### src/rtl/repmul_pkg.sv
`timescale 1ns/1ps
package repmul_pkg;
  parameter int NIB_W = 4;
  parameter int GRP_N = 3;
  parameter int IDX_W = 2;

  typedef struct packed {
    logic             en;
    logic [IDX_W-1:0] arow;
    logic [IDX_W-1:0] bcol;
  } rep_cfg_t;
endpackage

### src/rtl/rm_nib_mul.sv
`timescale 1ns/1ps
module rm_nib_mul #(
  parameter int NIB = 4
) (
  input  logic [NIB-1:0]   a_i,
  input  logic [NIB-1:0]   b_i,
  input  logic             pwr_en_i,
  input  logic             flt_en_i,
  input  logic [2*NIB-1:0] flt_val_i,
  output logic [2*NIB-1:0] p_o
);
  localparam int PW = 2 * NIB;

  // A powered-down tile gives zero; an override replaces the true product.
  always_comb begin
    if (!pwr_en_i)     p_o = '0;
    else if (flt_en_i) p_o = flt_val_i;
    else               p_o = PW'(a_i) * PW'(b_i);
  end
endmodule

### src/rtl/rm_spare_route.sv
`timescale 1ns/1ps
module rm_spare_route #(
  parameter int NIB = 4,
  parameter int G   = 3,
  parameter int IW  = 2
) (
  input  logic [NIB*G-1:0] a_i,
  input  logic [NIB*G-1:0] b_i,
  input  logic             act_i,
  input  logic [IW-1:0]    arow_i,
  input  logic [IW-1:0]    bcol_i,
  output logic [2*NIB-1:0] p_o
);
  logic [NIB-1:0] sa, sb;

  // Nibble selection; the operands stay at zero while the spare is idle.
  always_comb begin
    sa = '0;
    sb = '0;
    for (int g = 0; g < G; g++) begin
      if (act_i && arow_i == IW'(g)) sa = a_i[g*NIB +: NIB];
      if (act_i && bcol_i == IW'(g)) sb = b_i[g*NIB +: NIB];
    end
  end

  rm_nib_mul #(.NIB(NIB)) u_spare (
    .a_i       (sa),
    .b_i       (sb),
    .pwr_en_i  (act_i),
    .flt_en_i  (1'b0),
    .flt_val_i ('0),
    .p_o       (p_o)
  );
endmodule

### src/rtl/rm_tile_sum.sv
`timescale 1ns/1ps
module rm_tile_sum #(
  parameter int NIB = 4,
  parameter int G   = 3
) (
  input  logic [G*G-1:0][2*NIB-1:0] p_i,
  output logic [2*NIB*G-1:0]        sum_o
);
  localparam int NT   = G * G;
  localparam int PR_W = 2 * NIB * G;

  logic [NT-1:0][PR_W-1:0] term;

  for (genvar i = 0; i < G; i++) begin : g_row
    for (genvar j = 0; j < G; j++) begin : g_col
      assign term[i*G+j] = PR_W'(p_i[i*G+j]) << (NIB * (i + j));
    end
  end

  always_comb begin
    sum_o = '0;
    for (int k = 0; k < NT; k++) sum_o = sum_o + term[k];
  end
endmodule

### src/rtl/rep_mul12.sv
`timescale 1ns/1ps
module rep_mul12
  import repmul_pkg::*;
#(
  parameter int NIB = NIB_W,
  parameter int G   = GRP_N,
  parameter int IW  = IDX_W,
  localparam int OP_W = NIB * G,
  localparam int PP_W = 2 * NIB,
  localparam int NT   = G * G,
  localparam int PR_W = 2 * OP_W
) (
  input  logic             clk,
  input  logic             rst_n,
  input  logic [OP_W-1:0]  a_i,
  input  logic [OP_W-1:0]  b_i,
  input  logic             cfg_ld_i,
  input  logic             cfg_en_i,
  input  logic [IW-1:0]    cfg_arow_i,
  input  logic [IW-1:0]    cfg_bcol_i,
  input  logic [NT-1:0]    flt_en_i,
  input  logic [NT*PP_W-1:0] flt_val_i,
  output logic [PR_W-1:0]  prod_o,
  output logic [NT-1:0]    pwr_en_o
);
  localparam int KW = $clog2(NT);

  // Reset: asserted asynchronously, released through two flops.
  logic [1:0] rsync_q;
  logic       rst_ns;
  always_ff @(posedge clk or negedge rst_n) begin
    if (!rst_n) rsync_q <= '0;
    else        rsync_q <= {rsync_q[0], 1'b1};
  end
  assign rst_ns = rsync_q[1];

  // Repair setting register.
  rep_cfg_t cfg_q, cfg_d;
  always_comb begin
    cfg_d = cfg_q;
    if (cfg_ld_i) begin
      cfg_d.en   = cfg_en_i;
      cfg_d.arow = cfg_arow_i;
      cfg_d.bcol = cfg_bcol_i;
    end
  end
  always_ff @(posedge clk or negedge rst_ns) begin
    if (!rst_ns) begin
      cfg_q.en   <= 1'b0;
      cfg_q.arow <= '1;
      cfg_q.bcol <= '1;
    end else begin
      cfg_q <= cfg_d;
    end
  end

  logic          rep_act;
  logic [KW-1:0] rep_idx;
  assign rep_act = cfg_q.en && (int'(cfg_q.arow) < G) && (int'(cfg_q.bcol) < G);
  assign rep_idx = KW'(int'(cfg_q.arow) * G + int'(cfg_q.bcol));

  for (genvar k = 0; k < NT; k++) begin : g_pwr
    assign pwr_en_o[k] = !(rep_act && rep_idx == KW'(k));
  end

  // Tile array.
  logic [NT-1:0][PP_W-1:0] tile_p, eff_p;
  logic [PP_W-1:0]         spare_p;

  for (genvar i = 0; i < G; i++) begin : g_arow
    for (genvar j = 0; j < G; j++) begin : g_bcol
      rm_nib_mul #(.NIB(NIB)) u_tile (
        .a_i       (a_i[i*NIB +: NIB]),
        .b_i       (b_i[j*NIB +: NIB]),
        .pwr_en_i  (pwr_en_o[i*G+j]),
        .flt_en_i  (flt_en_i[i*G+j]),
        .flt_val_i (flt_val_i[(i*G+j)*PP_W +: PP_W]),
        .p_o       (tile_p[i*G+j])
      );
      assign eff_p[i*G+j] = pwr_en_o[i*G+j] ? tile_p[i*G+j] : spare_p;
    end
  end

  rm_spare_route #(.NIB(NIB), .G(G), .IW(IW)) u_spare (
    .a_i    (a_i),
    .b_i    (b_i),
    .act_i  (rep_act),
    .arow_i (cfg_q.arow),
    .bcol_i (cfg_q.bcol),
    .p_o    (spare_p)
  );

  logic [PR_W-1:0] sum_w;
  rm_tile_sum #(.NIB(NIB), .G(G)) u_sum (
    .p_i   (eff_p),
    .sum_o (sum_w)
  );

  // Product register.
  logic [PR_W-1:0] prod_q, prod_d;
  assign prod_d = sum_w;
  always_ff @(posedge clk or negedge rst_ns) begin
    if (!rst_ns) prod_q <= '0;
    else         prod_q <= prod_d;
  end
  assign prod_o = prod_q;

  // Assertion arming: one edge after reset release.
  logic arm_q;
  always_ff @(posedge clk or negedge rst_ns) begin
    if (!rst_ns) arm_q <= 1'b0;
    else         arm_q <= 1'b1;
  end

  // exact product when no override was present
  p_exact_plain_r1: assert property (@(posedge clk) disable iff (!rst_ns)
    (arm_q && $past(flt_en_i) == '0) |-> prod_o == ($past(a_i) * $past(b_i)));

  // a repaired tile's override is harmless
  p_exact_repaired_r6: assert property (@(posedge clk) disable iff (!rst_ns)
    (arm_q && $past(rep_act) && ($past(flt_en_i) & $past(pwr_en_o)) == '0)
      |-> prod_o == ($past(a_i) * $past(b_i)));

  // setting stays put without the strobe
  p_cfg_hold_r2: assert property (@(posedge clk) disable iff (!rst_ns)
    (arm_q && !$past(cfg_ld_i)) |-> $stable(cfg_q));

  // exactly one tile powered down during repair
  p_pwr_single_r3: assert property (@(posedge clk) disable iff (!rst_ns)
    rep_act |-> ($countones(~pwr_en_o) == 1));

  // no repair leaves every tile powered
  p_all_on_r4: assert property (@(posedge clk) disable iff (!rst_ns)
    !rep_act |-> (&pwr_en_o));
endmodule

### config.mk
export PLATFORM = sky130hd
export DESIGN_NAME = rep_mul12
export DESIGN_NICKNAME = d
export VERILOG_FILES = /design/src/rtl/repmul_pkg.sv /design/src/rtl/rm_nib_mul.sv /design/src/rtl/rm_spare_route.sv /design/src/rtl/rm_tile_sum.sv /design/src/rtl/rep_mul12.sv
export SDC_FILE = /design/constraint.sdc
export NUM_CORES = 1
export LEC_CHECK = 0
export BUFFER_PORTS_ARGS = -buffer_cell sky130_fd_sc_hd__buf_2
export CAP_MARGIN = 30
export CORE_MARGIN = 2
export CORE_UTILIZATION = 54
export CTS_CLUSTER_SIZE = 24
export DETAILED_ROUTE_END_ITERATION = 8
export HOLD_SLACK_MARGIN = 0.05
export PLACE_DENSITY = 0.8
export SYNTH_ARGS = -nofsm -noshare
export SYNTH_HDL_FRONTEND = slang
export SYNTH_SLANG_ARGS = --single-unit
### constraint.sdc
create_clock -name clk -period 2.9 [get_ports clk]
set_clock_uncertainty 0.15 [all_clocks]
set_input_delay 0.145 -clock clk [delete_from_list [all_inputs] [get_ports clk]]
set_output_delay 0.145 -clock clk [all_outputs]
set_load 0.01 [all_outputs]
=== After elaboration in Yosys (flattened, before gate mapping) ===
Cells that the tools add are included.

* Add/sub/neg operators: 9
* Multiply operators: 11
* Order comparisons: 2
* Equal/unequal tests: 12
* Mux-type cells: 25
* Reductions and logical operators: 29

{| class="wikitable"
|+ Operators with widths
! operator !! count
|-
| $mux 8 || 19
|-
| $mul 4x4->8 || 10
|-
| $add 23x24->24 || 1
|-
| $mux 4 || 6
|-
| $add 22x20->23 || 1
|-
| $add 21x16->22 || 1
|-
| $add 19x20->21 || 1
|-
| $add 18x16->19 || 1
|-
| $add 17x12->18 || 1
|-
| $add 13x16->17 || 1
|-
| $logic_and 1x1->1 || 17
|-
| $eq 4x3->1 const B || 4
|-
| $add 8x12->13 || 1
|-
| $logic_not 1->1 || 9
|-
| $eq 4x2->1 const B || 2
|-
| $add 4x2->4 || 1
|-
| $eq 2x1->1 const B || 2
|-
| $eq 2x2->1 const B || 2
|-
| $eq 4x1->1 const B || 1
|-
| $eq 4x4->1 const B || 1
|-
| $logic_not 2->1 || 2
|-
| $logic_not 4->1 || 1
|-
| $lt 2x2->1 const B || 2
|-
| $mul 2x2->4 const B || 1
|}

* Register bits after elaboration: 31
* Output and inout bits: 33
* Word-level logic and storage cells: 93

=== Depth between registers and ports, before layout ===
* Word-level depth: 18
* Depth in mapped cells: 29
* Mapped depth without buffers: 29

=== Cells and area by module ===
From an unflattened synthesis, not the netlist that was laid out.

* Cell total of the unflattened synthesis: 1,110
* Area total of the unflattened synthesis: 10,032.1 µm²

{| class="wikitable"
|+ By module, submodules not included
! module !! instances !! cells an instance !! area each (µm²)
|-
| rm_nib_mul at g_arow[0].g_bcol[0].u_tile ... || 7 || 70 || 564.3
|-
| rep_mul12 || 1 || 140 || 2,135.8
|-
| rm_tile_sum || 1 || 235 || 1,955.6
|-
| rm_nib_mul at g_arow[1].g_bcol[1].u_tile ... || 3 || 71 || 585.6
|-
| rm_spare_route || 1 || 32 || 234.0
|}

=== Worst setup path before layout ===
No wires, ideal clock.

* Path type: register to register
* Start: register cfg_q[2] in the netlist's numbering
* End: register prod_q[21], in the netlist prod_o[21]
* Library setup time: 90 ps
* Arrival time: 7,057 ps
* Path slack: -4,396 ps
* Stages on the path, launching flop included: 28
* Buffers on the path: 1
* Cells stage by stage: dfstp_2 -> ha_1 -> and2b_2 -> and2_1 -> buf_4 -> o211ai_2 -> or2_2 -> fa_1 -> inv_1 -> fa_1 -> ha_1 -> a21oi_1 -> o21ai_0 -> or4_4 -> nand3_4 -> mux2i_1 -> fa_1 -> inv_1 -> fa_1 -> fa_1 -> inv_1 -> fa_1 -> nor2b_4 -> o31ai_2 -> a31oi_2 -> a221oi_2 -> or4b_1 -> o2111ai_1

* Longest elaborated chain between the ends: 18
* Elaborated cells on any way between the ends: 57
* Those cells by class: 9 x add/sub; 2 x mul; 1 x order compare; 10 x eq/ne; 16 x mux; 19 x reduce/logical

{| class="wikitable"
|+ RTL lines
! item !! line !! text
|-
| start, declared || rep_mul12.sv:38 || <nowiki>rep_cfg_t cfg_q, cfg_d;</nowiki>
|-
| start signal, assigned || rep_mul12.sv:53 || <nowiki>cfg_q <= cfg_d;</nowiki>
|-
| $lt 2x2->1 || rep_mul12.sv:59 || <nowiki>assign rep_act = cfg_q.en && (int'(cfg_q.arow) < G) && (int'(cfg_q.bcol) < G);</nowiki>
|-
| $logic_and 1x1->1 (2 in series) || rep_mul12.sv:59 ||
|-
| $logic_and 1x1->1 (on tied branches) || rm_spare_route.sv:21, rm_spare_route.sv:22 ||
|-
| $mux 4 (on tied branches) (3 in series) || rm_spare_route.sv:21, rm_spare_route.sv:22 ||
|-
| $mul 4x4->8 || rm_nib_mul.sv:18 || <nowiki>else p_o = PW'(a_i) * PW'(b_i);</nowiki>
|-
| $mux 8 || rm_nib_mul.sv:16 || <nowiki>if (!pwr_en_i) p_o = '0;</nowiki>
|-
| $mux 8 || rep_mul12.sv:80 || <nowiki>assign eff_p[i*G+j] = pwr_en_o[i*G+j] ? tile_p[i*G+j] : spare_p;</nowiki>
|-
| $add 8x12->13 || rm_tile_sum.sv:22 || <nowiki>for (int k = 0; k < NT; k++) sum_o = sum_o + term[k];</nowiki>
|-
| $add 13x16->17 || rm_tile_sum.sv:22 ||
|-
| $add 17x12->18 || rm_tile_sum.sv:22 ||
|-
| $add 18x16->19 || rm_tile_sum.sv:22 ||
|-
| $add 19x20->21 || rm_tile_sum.sv:22 ||
|-
| $add 21x16->22 || rm_tile_sum.sv:22 ||
|-
| $add 22x20->23 || rm_tile_sum.sv:22 ||
|-
| $add 23x24->24 * || rm_tile_sum.sv:22 ||
|-
| via prod_d[21] || rep_mul12.sv:100 || <nowiki>logic [PR_W-1:0] prod_q, prod_d;</nowiki>
|-
| end signal, assigned || rep_mul12.sv:104 || <nowiki>else prod_q <= prod_d;</nowiki>
|-
| end, declared || rep_mul12.sv:100 ||
|}

Mark *: on every way through the listed nets, which the timed path passes. The rest lies on a longest branch.
A chain may end at the register's enable or synchronous reset.

=== Worst setup path in the final report ===
* Start: register cfg_q[2] in the netlist's numbering
* End: register prod_q[23], in the netlist prod_o[23]

The elaborated chain is that of the path after synthesis.

==> summary.txt <==
STA
  • Worst-Margin Slew: 546 ps
  • RSZ-0062 raised after global routing: yes
  • Final min period: 7150 ps
  • Max Freq: 140 MHz
  • Final Hold Viols: 0
  • Setup TNS: -80,290 ps
  • Final setup violation count: 33
  • Worst setup margin: -4250 ps
  • Final Max Slew Viols: 0
  • Slew HR: 63.6%
  • Period utilization: 247%

CTS
  • CTS sink count: 31
  • Num CTS Buffers: 5
  • Clock insertion delay at the later pin of the skew report: 290 ps
  • Maximum clock path buffer count: 2
  • Clk slew on worst S/H paths: ~60 ps
  • Root buffer cell: clkbuf_16
  • H-Tree Depth: 2
  • CTS tree: built

Die
  • DIE HEIGHT: 134 um
  • Die W: 134 um
  • Rows: between 40 and 50
  • IO Count: 146
  • Die ar.: 17,900 um2
  • Initial Util: between 50% and 60%
  • CORE AREA: between 15,000 and 20,000 um2

Place
  • Placed Cells incl. Taps: about 1.7k
  • Post-place setup slack: -4160 ps
  • Gp weighted congestion: 0.956
  • Buffers on Ports: 145
  • HPWL after DPL: 25,000 um

Logic synthesis
  • Synth Flop Type: dfrtp_1
  • Yosys top cell by area: ha_1
  • Syn_area_per_cell: 7.96 um2
  • Yosys Warn Count: 0
  • Async SR Flop Fraction: 100%
  • Synthesized cell area: 9100 um2
  • Top post-synthesis cells by area: ha_1 (22%), fa_1 (16%), dfrtp_1 (7.4%)
  • Synthesized flop and latch total: 31
  • Count of cell types in the netlist: 69
  • Post-synthesis cell count: approximately 1.1k
  • Syn_nets: 1,489
  • Post-synth EDFFs: 0
  • Sequential area share after synthesis: roughly 8.6%
  • Top-area cell type share of the netlist area: between 20 and 25%

Power
  • Switching Share: 48.1%
  • Int Pwr: 6190 uW
  • Total Power: 11,900 uW
  • Power share of the combinational group: 89.4%
  • Maximum VDD drop: approximately 0.0016 V
  • Leakage: 0.00704 uW
  • Pwr per Cell Area: between 900 and 1000 nW/um2
  • Clock power share: 4.5%
  • Seq pwr share: 6.2%
  • Net Switching: approximately 5700 uW

Setup path
  • Critical Path Start Type: flip-flop
  • WP data required: 2960 ps
  • CP max stage delay: 580 ps
  • Most used cell, CP: fa_1
  • Slowest CP cell: fa_2
  • Crit end category: flip-flop
  • Critical path class: flip-flop to flip-flop
  • Crit path arrival time: 7210 ps
  • Critical path fanouts, max: 4

Global routing
  • First-pass GRT wire length: 48,800 um
  • GRT Total Usage: roughly a third
  • Largest net degree at the start of global routing: 17
  • Overflow after GRT: 0
  • Initial antenna violation count: 0
  • Vias in the first global route: 9,855

Finish
  • Ant diodes: 0
  • Share of layout cells above drive strength 1: 37.6%
  • Filler cells: 1,007
  • Nets: 1,863
  • Final non-filler cell total: 1,738
  • P&R area growth vs syn: 44.7%

Route
  • Iteration-0 DRC Markers: 925
  • Drt first pass iters: 8
  • Final WL: 34,300 um
  • Via/cell ratio: 5.80
  • WL per Instance: 19.7 um
  • Post-route ant nets: 0
  • Via count: roughly 10k
  • DRC: 0

Run status
  • Failing checks: setup timing
  • Status: complete, but fails checks

Run
  • Max Cap Viol: 0

Worst hold path
  • Hold Crit Class: flip-flop to asynchronous set/reset pin
[power groups by stage]
| stage | Clock, uW | Sequential [uW] | Combinational (uW) |
|---|---|---|---|
| 3_3_place_gp | 0 | 724 | 6990 |
| 6_report | 532 | 736 | 10700 |
| 4_1_cts | 518 | 726 | 7880 |
| 3_5_place_dp | 0 | 732 | 7320 |
| 2_1_floorplan | 0 | 816 | 4660 |
| 5_1_grt | 544 | 748 | 11300 |
[kinds of logic after synthesis]
| logic type | after synthesis | share of synthesized area, % |
|---|---|---|
| fa+ha+maj | 233 | 38.2 |
| flops | 31 | 8.58 |
| other cells | 1 | 0.0412 |
| buf+inv | 202 | 8.87 |
| simple gates | 377 | 21.1 |
| compound gates | 211 | 14.0 |
| xor+xnor | 38 | 3.66 |
| mux | 50 | 5.57 |
[Yosys cell counts (11+ instances only)]
cell type  number
xor2_1         19
xnor2_1        19
nor2_1         56
clkbuf_1       39
a21oi_1        69
and2_1         81
a21o_1         24
nand2_1       152
o211ai_1       13
mux2i_1        45
inv_1         142
nor2b_1        11
o21ai_0        58
fa_1           75
nand2b_1       22
dfrtp_1        27
o21ai_1        12
ha_1          158
[layer usage]
layer | wire, um | up-vias | global-route usage (%) | share of wire [%]
met3 | 2760 | 185 | 4.20 | 8.1
met1 | 13000 | 4804 | 43.0 | 38
met2 | 16300 | 554 | 59.7 | 48
met5 | 0 | - | 0 | 0
li1 | - | 4530 | - | -
met4 | 2210 | 0 | 16.1 | 6.5
[path summary, 6_finish.rpt]
kind / from / end / slack (ps) / depth (start not counted)
setup / recovery: cfg_q[2] / prod_o[23] / -4250 / 28
hold reg to reg: rsync_q[1] / prod_o[7] / 70 / 0
setup reg to reg: cfg_q[2] / prod_o[23] / -4250 / 28
min in group clk: rsync_q[0] / rsync_q[1] / 220 / 0
max in group asynchronous: rst_n / rsync_q[0] / 1900 / 3
hold / removal: rsync_q[1] / prod_o[7] / 70 / 0
[worst max-delay path: cells and delay by family, from the launching register on]
| kind | cells | cell delay [ps] |
|---|---|---|
| adders and majority gates | 8 | 3070 |
| AOI/OAI and AO/OA | 8 | 1460 |
| and+or+nand+nor | 6 | 1310 |
| buffers and inverters | 5 | 450 |
| DFF | 1 | 420 |
| xor gates and xnor gates | 1 | 180 |
[through the flow]
step / utilization [%] / instance area (um2) / hold slack (ps)
finish: 79.7 / 13200 / 65.3
global route: 79.7 / 13200 / 115
CTS: 75.8 / 12500 / 76.2
detailed placement: 71.2 / 11800 / -214
global placement: 71.1 / 11700 / -222
floorplan: - / 9280 / -301
[cell usage in the layout (no fill, tap or decap), types with 19 or more instances in the layout]
master    count
a21o_1       24
and2_1       79
ha_4         20
mux2i_1      43
o21ai_0      41
buf_2       136
buf_4       225
nand2_1     140
inv_1       125
dfrtp_1      27
ha_1        137
fa_1         69
nor2_1       45
buf_6        45
a21oi_1      57
xor2_1       19
nand2b_1     21
[state kept, by name (all words and copies together) (netlist names)]
name,flops
cfg_q,5
prod_o,24
rsync_q,2
[cell type report]
| type | instances | area, um2 | area share (%) |
|---|---|---|---|
| clock buffer | 5 | 125 | 0.950 |
| sequential | 31 | 781 | 5.93 |
| timing repair buffer | 425 | 3120 | 23.7 |
| clock inverter | 3 | 20.0 | 0.152 |
| inverter | 143 | 552 | 4.19 |
| multi-input combinational | 911 | 8290 | 63.0 |
| tap | 220 | 275 | 2.09 |
[timing repair]
item                                    CTS  global route
endpoints found under the setup margin   33            33
hold buffers                             13             0
hold endpoints to repair                 11             0
cloned                                    1             0
pin swaps                                35            77
resized for setup                        88           101
buffers inserted                         15            25
No activity file was read; power rests on OpenSTA's default activity.
